[config.mk]
export PLATFORM = sky130hd
export DESIGN_NAME = tpose_shift_buf
export DESIGN_NICKNAME = d
export VERILOG_FILES = /design/src/rtl/tpb_pkg.sv /design/src/rtl/tpb_ctrl.sv /design/src/rtl/tpb_grid.sv /design/src/rtl/tpb_colsel.sv /design/src/rtl/tpose_shift_buf.sv
export SDC_FILE = /design/constraint.sdc
export NUM_CORES = 2
export LEC_CHECK = 0
export ABC_CLOCK_PERIOD_IN_PS = 3700
export BUFFER_PORTS_ARGS = -buffer_cell sky130_fd_sc_hd__buf_4
export CORE_MARGIN = 5
export CORE_UTILIZATION = 40
export DETAILED_ROUTE_END_ITERATION = 8
export GPL_ROUTABILITY_DRIVEN = 0
export MAX_ROUTING_LAYER = met4
export SYNTH_ARGS = -nofsm -noshare
export SYNTH_HDL_FRONTEND = slang
export SYNTH_SLANG_ARGS = --single-unit
[constraint.sdc]
create_clock -name clk_i -period 3.7 [get_ports clk_i]
set_input_delay 0.555 -clock clk_i [delete_from_list [all_inputs] [get_ports clk_i]]
set_output_delay 0.555 -clock clk_i [all_outputs]
set_load 0.02 [all_outputs]
[src/rtl/tpb_pkg.sv]
package tpb_pkg;
  localparam logic [1:0] MODE_N2 = 2'b00;
  localparam logic [1:0] MODE_N4 = 2'b01;
  localparam logic [1:0] MODE_N8 = 2'b10;

  typedef enum logic [1:0] {ST_IDLE = 2'd0, ST_HOLD = 2'd1, ST_RUN = 2'd2} tpb_state_e;
  typedef enum logic {DIR_VERT = 1'b0, DIR_HORZ = 1'b1} tpb_dir_e;
endpackage

[src/rtl/tpb_ctrl.sv]
module tpb_ctrl
  import tpb_pkg::*;
#(
  parameter int MAXN    = 8,
  parameter int HOLD_N2 = 1,
  parameter int HOLD_N4 = 3,
  parameter int HOLD_N8 = 4,
  localparam int CW     = $clog2(MAXN)
) (
  input  logic        clk_i,
  input  logic        rst_ni,
  input  logic        flush_i,
  input  logic [1:0]  mode_i,
  output logic [CW:0] n_o,
  output logic        we_o,
  output logic        dir_o,
  output logic        filled_o
);
  localparam int HMAX = (HOLD_N8 > HOLD_N4) ? ((HOLD_N8 > HOLD_N2) ? HOLD_N8 : HOLD_N2)
                                            : ((HOLD_N4 > HOLD_N2) ? HOLD_N4 : HOLD_N2);
  localparam int HW   = $clog2(HMAX + 1);

  function automatic logic [HW-1:0] hold_of(input logic [1:0] m);
    case (m)
      MODE_N2: hold_of = HW'(HOLD_N2);
      MODE_N4: hold_of = HW'(HOLD_N4);
      default: hold_of = HW'(HOLD_N8);
    endcase
  endfunction

  function automatic logic [CW:0] size_of(input logic [1:0] m);
    case (m)
      MODE_N2: size_of = (CW+1)'(2);
      MODE_N4: size_of = (CW+1)'(4);
      default: size_of = (CW+1)'(MAXN);
    endcase
  endfunction

  tpb_state_e    state_q;
  tpb_dir_e      dir_q;
  logic [1:0]    mode_q;
  logic [HW-1:0] hcnt_q;
  logic [CW-1:0] pcnt_q;
  logic          filled_q;
  logic          last_line;

  assign n_o       = size_of(mode_q);
  assign last_line = ({1'b0, pcnt_q} == (n_o - 1'b1));

  always_ff @(posedge clk_i or negedge rst_ni) begin
    if (!rst_ni) begin
      state_q  <= ST_IDLE;
      dir_q    <= DIR_VERT;
      mode_q   <= MODE_N8;
      hcnt_q   <= '0;
      pcnt_q   <= '0;
      filled_q <= 1'b0;
    end else if (flush_i) begin
      state_q  <= ST_IDLE;
      dir_q    <= DIR_VERT;
      hcnt_q   <= '0;
      pcnt_q   <= '0;
      filled_q <= 1'b0;
    end else begin
      case (state_q)
        ST_IDLE: begin
          mode_q <= mode_i;
          hcnt_q <= HW'(1);
          state_q <= (hold_of(mode_i) <= HW'(1)) ? ST_RUN : ST_HOLD;
        end
        ST_HOLD: begin
          hcnt_q <= hcnt_q + 1'b1;
          if (hcnt_q == hold_of(mode_q) - 1'b1) state_q <= ST_RUN;
        end
        ST_RUN: begin
          if (last_line) begin
            pcnt_q   <= '0;
            dir_q    <= (dir_q == DIR_VERT) ? DIR_HORZ : DIR_VERT;
            filled_q <= 1'b1;
          end else begin
            pcnt_q <= pcnt_q + 1'b1;
          end
        end
        default: state_q <= ST_IDLE;
      endcase
    end
  end

  assign we_o     = (state_q == ST_RUN);
  assign dir_o    = dir_q;
  assign filled_o = filled_q;

  // axis reverses exactly at block boundaries
  a_r5_dir_flip: assert property (@(posedge clk_i) disable iff (!rst_ni)
    (state_q == ST_RUN && !flush_i && last_line) |=> (dir_q != $past(dir_q)));
  a_r5_dir_hold: assert property (@(posedge clk_i) disable iff (!rst_ni)
    (state_q == ST_RUN && !flush_i && !last_line) |=> $stable(dir_q));
  // latched mode cannot move outside idle
  a_r7_mode_locked: assert property (@(posedge clk_i) disable iff (!rst_ni)
    (state_q != ST_IDLE && !flush_i) |=> $stable(mode_q));
  // output can be valid only while lines stream
  a_r3_valid_in_run: assert property (@(posedge clk_i) disable iff (!rst_ni)
    filled_q |-> (state_q == ST_RUN));
  // flush empties the buffer
  a_r8_flush_idle: assert property (@(posedge clk_i) disable iff (!rst_ni)
    flush_i |=> (!filled_q && state_q == ST_IDLE));
  // first block always loads vertically
  a_r2_first_vert: assert property (@(posedge clk_i) disable iff (!rst_ni)
    (state_q != ST_RUN) |-> (dir_q == DIR_VERT && pcnt_q == '0));
endmodule

[src/rtl/tpb_grid.sv]
module tpb_grid #(
  parameter int DW   = 16,
  parameter int MAXN = 8,
  localparam int CW  = $clog2(MAXN)
) (
  input  logic                     clk_i,
  input  logic                     rst_ni,
  input  logic                     we_i,
  input  logic                     dir_i,
  input  logic [CW:0]              n_i,
  input  logic [MAXN-1:0][DW-1:0]  line_i,
  output logic [MAXN-1:0][DW-1:0]  top_row_o,
  output logic [MAXN-1:0][DW-1:0]  left_col_o
);
  logic [DW-1:0] cell_q [MAXN][MAXN];

  for (genvar i = 0; i < MAXN; i++) begin : g_row
    for (genvar j = 0; j < MAXN; j++) begin : g_col
      localparam logic [CW:0] RI = (CW+1)'(i);
      localparam logic [CW:0] RJ = (CW+1)'(j);
      logic          in_sub;
      logic [DW-1:0] v_src, h_src;

      assign in_sub = (RI < n_i) && (RJ < n_i);

      // vertical: lines enter the bottom row, rows move up
      if (i == MAXN-1) begin : g_vlast
        assign v_src = line_i[j];
      end else begin : g_vmid
        assign v_src = (RI == n_i - 1'b1) ? line_i[j] : cell_q[i+1][j];
      end
      // horizontal: lines enter the right column, columns move left
      if (j == MAXN-1) begin : g_hlast
        assign h_src = line_i[i];
      end else begin : g_hmid
        assign h_src = (RJ == n_i - 1'b1) ? line_i[i] : cell_q[i][j+1];
      end

      always_ff @(posedge clk_i or negedge rst_ni) begin
        if (!rst_ni)              cell_q[i][j] <= '0;
        else if (we_i && in_sub)  cell_q[i][j] <= dir_i ? h_src : v_src;
      end
    end
  end

  for (genvar k = 0; k < MAXN; k++) begin : g_read
    assign top_row_o[k]  = cell_q[0][k];
    assign left_col_o[k] = cell_q[k][0];
  end
endmodule

[src/rtl/tpb_colsel.sv]
module tpb_colsel #(
  parameter int DW   = 16,
  parameter int MAXN = 8,
  localparam int CW  = $clog2(MAXN)
) (
  input  logic                     dir_i,
  input  logic                     filled_i,
  input  logic [CW:0]              n_i,
  input  logic [MAXN-1:0][DW-1:0]  top_row_i,
  input  logic [MAXN-1:0][DW-1:0]  left_col_i,
  output logic [MAXN-1:0][DW-1:0]  lanes_o
);
  for (genvar k = 0; k < MAXN; k++) begin : g_lane
    localparam logic [CW:0] RK = (CW+1)'(k);
    assign lanes_o[k] = (filled_i && RK < n_i) ? (dir_i ? left_col_i[k] : top_row_i[k]) : '0;
  end
endmodule

[src/rtl/tpose_shift_buf.sv]
module tpose_shift_buf #(
  parameter int DW      = 16,
  parameter int MAXN    = 8,
  parameter int HOLD_N2 = 1,
  parameter int HOLD_N4 = 3,
  parameter int HOLD_N8 = 4
) (
  input  logic               clk_i,
  input  logic               rst_ni,
  input  logic               flush_i,
  input  logic [1:0]         mode_i,
  input  logic [MAXN*DW-1:0] row_i,
  output logic [MAXN*DW-1:0] col_o,
  output logic               valid_o
);
  localparam int CW = $clog2(MAXN);

  logic [CW:0]             n;
  logic                    we, dir, filled;
  logic [MAXN-1:0][DW-1:0] line, top_row, left_col, lanes;

  assign line = row_i;

  tpb_ctrl #(
    .MAXN(MAXN), .HOLD_N2(HOLD_N2), .HOLD_N4(HOLD_N4), .HOLD_N8(HOLD_N8)
  ) u_ctrl (
    .clk_i(clk_i), .rst_ni(rst_ni), .flush_i(flush_i), .mode_i(mode_i),
    .n_o(n), .we_o(we), .dir_o(dir), .filled_o(filled)
  );

  tpb_grid #(.DW(DW), .MAXN(MAXN)) u_grid (
    .clk_i(clk_i), .rst_ni(rst_ni), .we_i(we), .dir_i(dir), .n_i(n),
    .line_i(line), .top_row_o(top_row), .left_col_o(left_col)
  );

  tpb_colsel #(.DW(DW), .MAXN(MAXN)) u_colsel (
    .dir_i(dir), .filled_i(filled), .n_i(n),
    .top_row_i(top_row), .left_col_i(left_col), .lanes_o(lanes)
  );

  assign col_o   = lanes;
  assign valid_o = filled;
endmodule

# Yosys cells after proc, flatten, opt, wreduce, memory -nomap -nowiden
# Index checks and enable logic that the tools add are counted.
# word_totals
reg_bits	1036
latch_bits	0
ram_bits	0
rom_bits	0
in_bits	133
output_inout_bits	129
wordCells	386
mem_count	0
# op_classes
addsub	4
mul	0
div_mod_pow	0
order_cmp	9
eq_ne	14
shifts	0
n_mux	206
n_bitwise	1
n_reduce_logical	82
# ops
op	n
16-bit 2-to-1 mux	183
1-bit logical AND	72
3-bit 2-to-1 mux	8
3-bit case mux with 2 select lines	3
3-bit by 4-bit < comparator with 1-bit output, first input constant	4
3-bit by 4-bit equality test with 1-bit output, first input constant	3
2-bit by 4-bit equality test with 1-bit output, first input constant	2
1-bit by 4-bit < comparator with 1-bit output, first input constant	2
2-bit by 4-bit < comparator with 1-bit output, first input constant	2
4-bit case mux with 2 select lines	1
1-bit 2-to-1 mux	7
3-bit by 1-bit adder with 3-bit output, second input constant	2
2-bit by 1-bit equality test with 1-bit output, second input constant	3
2-bit zero test	3
2-bit 2-to-1 mux	3
2-bit case mux with 3 select lines	1
2-bit AND reduction	3
1-bit by 4-bit equality test with 1-bit output, first input constant	1
3-bit by 4-bit equality test with 1-bit output	1
4-bit zero test	1
2-bit nonzero test	2
4-bit by 1-bit subtractor with 4-bit output, second input constant	1
3-bit equality test	1
3-bit by 1-bit <= comparator with 1-bit output, second input constant	1
6 further kinds	6

# Logic depth before layout (Yosys ltp)
# depth
word_depth	9
mapped_depth	15
mapped_depth_nobuf	7

# Cells and area by module
# From an unflattened synthesis, not the netlist that was laid out.
# hier_totals
hier_cells	7341
hier_area_um2	61537.8
# by_module_without_submodules
mod	instances	cells_each	area_each_um2	seq_area_each_um2
tpb_grid	1	6981	58697.5	25624.6
tpb_colsel	1	294	2178.3	0.0
tpb_ctrl	1	66	661.9	301.5

# Worst setup path before layout
# OpenSTA, ideal clock, no wires.
# synth_path
path_kind	register to register
startpoint	register u_ctrl.mode_q[0]
endpoint	register u_grid.cell_q[304] (netlist name)
setup_ps	133
t_arrival_ps	2643
slack_ps	924
stages_incl_launch_ff	16
n_path_buf	8
period_less_slack_ps	2776
cell_sequence	dfrtp_1 > or2_1 > buf_2 > inv_2 > buf_2 > buf_2 > buf_4 > ha_1 > buf_2 > buf_4 > buf_2 > buf_2 > mux2i_1 > nor2_1 > a21oi_1 > o21ai_0
# synth_between
elab_chain_len	6
word_cells_on_any_way	13
# synth_rtl
item	line	source
start: declaration	tpb_ctrl.sv:41	logic [1:0] mode_q;
start signal: assignment	tpb_ctrl.sv:67	mode_q <= mode_i;
2-bit by 1-bit equality test with 1-bit output / 2-bit zero test (equally long branches)	tpb_ctrl.sv:32	case (m)
4-bit case mux with 2 select lines *	tpb_ctrl.sv:32	
4-bit by 1-bit subtractor with 4-bit output	tpb_grid.sv:30, tpb_grid.sv:36	
3-bit by 4-bit equality test with 1-bit output (on tied branches)	tpb_grid.sv:30, tpb_grid.sv:36	
16-bit 2-to-1 mux (on tied branches)	tpb_grid.sv:30, tpb_grid.sv:36	
16-bit 2-to-1 mux	tpb_grid.sv:41	else if (we_i && in_sub) cell_q[i][j] <= dir_i ? h_src : v_src;
end signal: indexed assignment	tpb_grid.sv:41	
end: declaration	tpb_grid.sv:15	logic [DW-1:0] cell_q [MAXN][MAXN];
# Every way passes the cells marked *; elsewhere a longest branch is shown, timed or not.
# A chain may end at the register's enable or synchronous reset.

# Worst setup path after layout
# layout_path
startpoint	register u_ctrl.dir_q (netlist: u_ctrl.dir_o)
endpoint	output col_o[84]
# layout_between
elab_chain_len	2
# layout_rtl
item	line	source
start: declaration	tpb_ctrl.sv:40	tpb_dir_e dir_q;
start signal: assignment	tpb_ctrl.sv:78	dir_q <= (dir_q == DIR_VERT) ? DIR_HORZ : DIR_VERT;
16-bit 2-to-1 mux (2 in series)	tpb_colsel.sv:15	assign lanes_o[k] = (filled_i && RK < n_i) ? (dir_i ? left_col_i[k] : top_row_i[k]) : '0;
end: declaration	tpose_shift_buf.sv:13	output logic [MAXN*DW-1:0] col_o,
# Every way passes these cells.

==> summary.txt <==
Outcome
  • Status: finished clean

Pwr
  • Pwr dens: 759 nW/µm²
  • Clock power frac: 24.2%
  • Net Sw Frac: 37.8%
  • NetSw: 18000 µW
  • Pint: between 20000 and 30000 µW
  • Static leakage: around 0.027 µW
  • Seq pwr share: 45.4%
  • Maximum VDD drop: just under 0.0006 V
  • Comb pwr share: 30.4%

CTS
  • Postcts setup bufs: 0
  • CTS H-tree depth: 3
  • CTS tree: yes
  • Clock slew at reported path FFs: 0.06 ns
  • Clock sink count: 1036
  • Worst-Skew Late Latency: 0.72 ns
  • Num CTS Buffers: about 120
  • Bufs on Longest Clock Path: 3
  • Root Buffer Master: clkbuf_16

Synthesis
  • Avg Inst Size Synth: 9.20 µm²
  • Most common cell in the netlist: nand2_1
  • Top FF cell, synth: dfrtp_1
  • Multiplexer share of the synthesized area: between 10% and 20%
  • Unique masters post-synth: 44
  • Most common library cells after synthesis: 1111 x nand2_1, 1035 x dfrtp_1, 743 x o21ai_0, 720 x mux2i_1, 552 x nor2_1
  • Number of synthesized flops with an enable pin: 0
  • Synth top area share: 47.1%
  • Area leader, netlist: dfrtp_1
  • Top cells by area, synth: dfrtp_1 47%, mux2i_1 13%, nand2_1 7.6%
  • Post-synthesis sequential area ratio: between 40% and 50%
  • Post-Synth XOR/XNOR Area: less than 1%
  • Synth Area in Compound Gates: 18.6%
  • Cell Area, Synth: 55000 µm²
  • Largest family of logic cells by synthesized area: compound AO/OA/AOI/OAI gates
  • Yosys reg bits: 1036
  • Ys Warns: 0
  • Simple-gate share of the synthesized area: 13.9%
  • Asr flop ratio synth: 100%
  • Synth Instances: 5982
  • Post-synth net total: a little over 6000
  • Adder-cell share of the synthesized area: 0.114%

Timing
  • Clock Skew: between 0.02 and 0.025 ns
  • RSZ-0062 raised after global routing: false
  • Count of pins over their slew limit: 0
  • Setup WS post-layout: 0.124 ns
  • Max_slew headroom: a little under a fifth
  • TNS Setup: 0 ns
  • Fin. Hold Viols: 0
  • Worst Tran Pin Value: 1.18 ns
  • F_max: approximately 280 MHz
  • Fin crit period: 3.58 ns
  • # setup viols final: 0
  • Final period util: between 90 and 100%

Placement
  • Dpl ws: between 0.6 and 0.7 ns
  • Placed insts: 7653
  • DP HPWL: 132 mm
  • IO buf count: 261

Final layout
  • Total area of sequential cells: 25900 µm²
  • Area Growth Syn to Fin: 13.7%
  • Share of post-route cells with drive strength above 1: 12.7%
  • Fillers: 13300
  • Area occupied by multi-input gates: 26700 µm²
  • Core Util, Final: 45.6%
  • Nets: 6115
  • Fin cells: between 7000 and 8000

Global route
  • Via count of the first global-routing pass: 42000
  • First-pass GRT wire length: approximately 280 mm
  • GRT Util Overall: 25.8%
  • Initial antenna violation count: 38
  • Congestion Overflow GR: 0
  • Largest net degree at the start of global routing: roughly 140

Hold path
  • Worst hold path depth: 2
  • WHS Endpoint: u_ctrl.pcnt_q[0]
  • Worst min-delay path class: in2reg
  • Hold Startpoint: flush_i

Worst setup path
  • Critical path peak fanout: 47
  • Critical path endpoint category: output pin
  • R2R Setup Slk: 0.85 ns
  • Crit path DAT: just over 3 ns
  • Startpoint Class: register
  • Reg2Reg Depth: 6
  • Setup CP Type: reg2out
  • CP required: 3.14 ns
  • RR Endpoint: u_grid.cell_q[601]
  • Reg-to-reg critical path startpoint: u_ctrl.mode_q[1]

Drt
  • # DRC: 0
  • DRT iter0 DRCs: around 4300
  • Via count: 44600
  • Routed wire length: between 150 and 200 mm
  • Wire per inst: 23.6 µm
  • Drt first pass iters: 8
  • Routed vias/inst: 5.66
  • Antenna Nets Post-Route: 0

Floorplan
  • Row count: 136
  • Die width: between 300 and 400 µm
  • Die Ht: 381 µm
  • Die area: 145000 µm²
  • Starting Density: 40.1%
  • Num ports: between 200 and 300
  • Core box area: 137000 µm²

Job
  • Max-cap violation count: 0
## cell type report
type / instances / area share (%)
timing repair buffer: 403 / 6.10
antenna: 15 / 0.0600
sequential: 1036 / 41.5
clock inverter: 26 / 0.478
clock buffer: 178 / 5.53
inverter: 4 / 0.0400
tap: 1794 / 3.59
multi-input combinational: 4417 / 42.7
## cell families (layout without fill, tap and decap cells)
group,count (synthesis),after routing
and+or+nand+nor,1861,1861
AOI/OAI and AO/OA,1696,1696
DFF,1036,1036
muxes,850,850
buffers and inverters,529,611
adders and majority gates,5,5
xor gates and xnor gates,5,5
other,0,15
## cell usage in the layout (no fill, tap or decap), types with 32 or more instances in the layout
cell and instances:
buf_4 339, o31ai_1 35, o21ai_0 743, nor2b_1 82, and3b_1 48, a21oi_1 332, a21o_1 192, clkbuf_16 117
a31oi_1 32, a31o_2 50, a311oi_1 144, dfrtp_1 1033, a211oi_1 152, nor3b_1 34, nand2_1 1110, mux2_2 129
nor2_1 551, buf_12 62, mux2i_1 719
## per-layer routing
layer	part of all wire (%)	routed length [µm]	track usage [%]
met5	0	0	-
met4	3.1	5850	7.37
met3	5.7	10600	3.57
met2	43	80900	37.7
met1	48	88800	37.6
## how the worst max path moves through the flow
stage	endpoint	from	slack (ns)	depth (start not counted)
detailed placement	col_o[64]	u_ctrl.mode_q[0]	0.65	6
global placement	col_o[64]	u_ctrl.mode_q[0]	0.64	6
floorplan	u_grid.cell_q[304]	u_ctrl.mode_q[0]	0.92	15
CTS	col_o[85]	u_ctrl.dir_o	0.08	4
global route	col_o[68]	u_ctrl.dir_o	0.05	4
finish	col_o[84]	u_ctrl.dir_o	0.12	4
## power by group through the flow
stage	clock network, µW	registers (µW)	logic [µW]
5_1_grt	12200	22200	16300
3_3_place_gp	0	21400	14000
4_1_cts	11700	21400	14500
3_5_place_dp	0	21600	14400
2_1_floorplan	0	19700	10400
6_report	11500	21600	14400
## timing repair
item                                    4_1_cts  5_1_grt
cloned                                        0        0
pin swaps                                     0        0
hold buffers                                  1        0
endpoints found under the hold margin        46        0
endpoints found under the setup margin       24        1
resized for setup                             1        1
## critical path, cell delays in order (launching register included)
cell,delay (ns)
dfrtp_4,0.66
buf_12,0.33
mux2i_1,1.00
nor2_1,0.08
buf_4,0.21
## sequential cells by signal (all words and copies together), names as in the netlist
register           cells
u_grid.left_col_o    128
u_ctrl.mode_q          2
u_ctrl.dir_o           1
u_ctrl.state_q         2
u_grid.top_row_o     112
u_ctrl.filled_o        1
u_ctrl.pcnt_q          3
u_ctrl.hcnt_q          3
u_grid.cell_q        784
## through the flow
stage	total power (µW)	hold slack [ns]	cell area, µm²
CTS	47500	0.0558	62500
global placement	35400	0.461	58700
detailed placement	36000	0.467	58700
floorplan	30100	0.259	55000
finish	47500	0.103	62500
global route	50700	0.0959	62500
(Power assumes the default switching activity.)
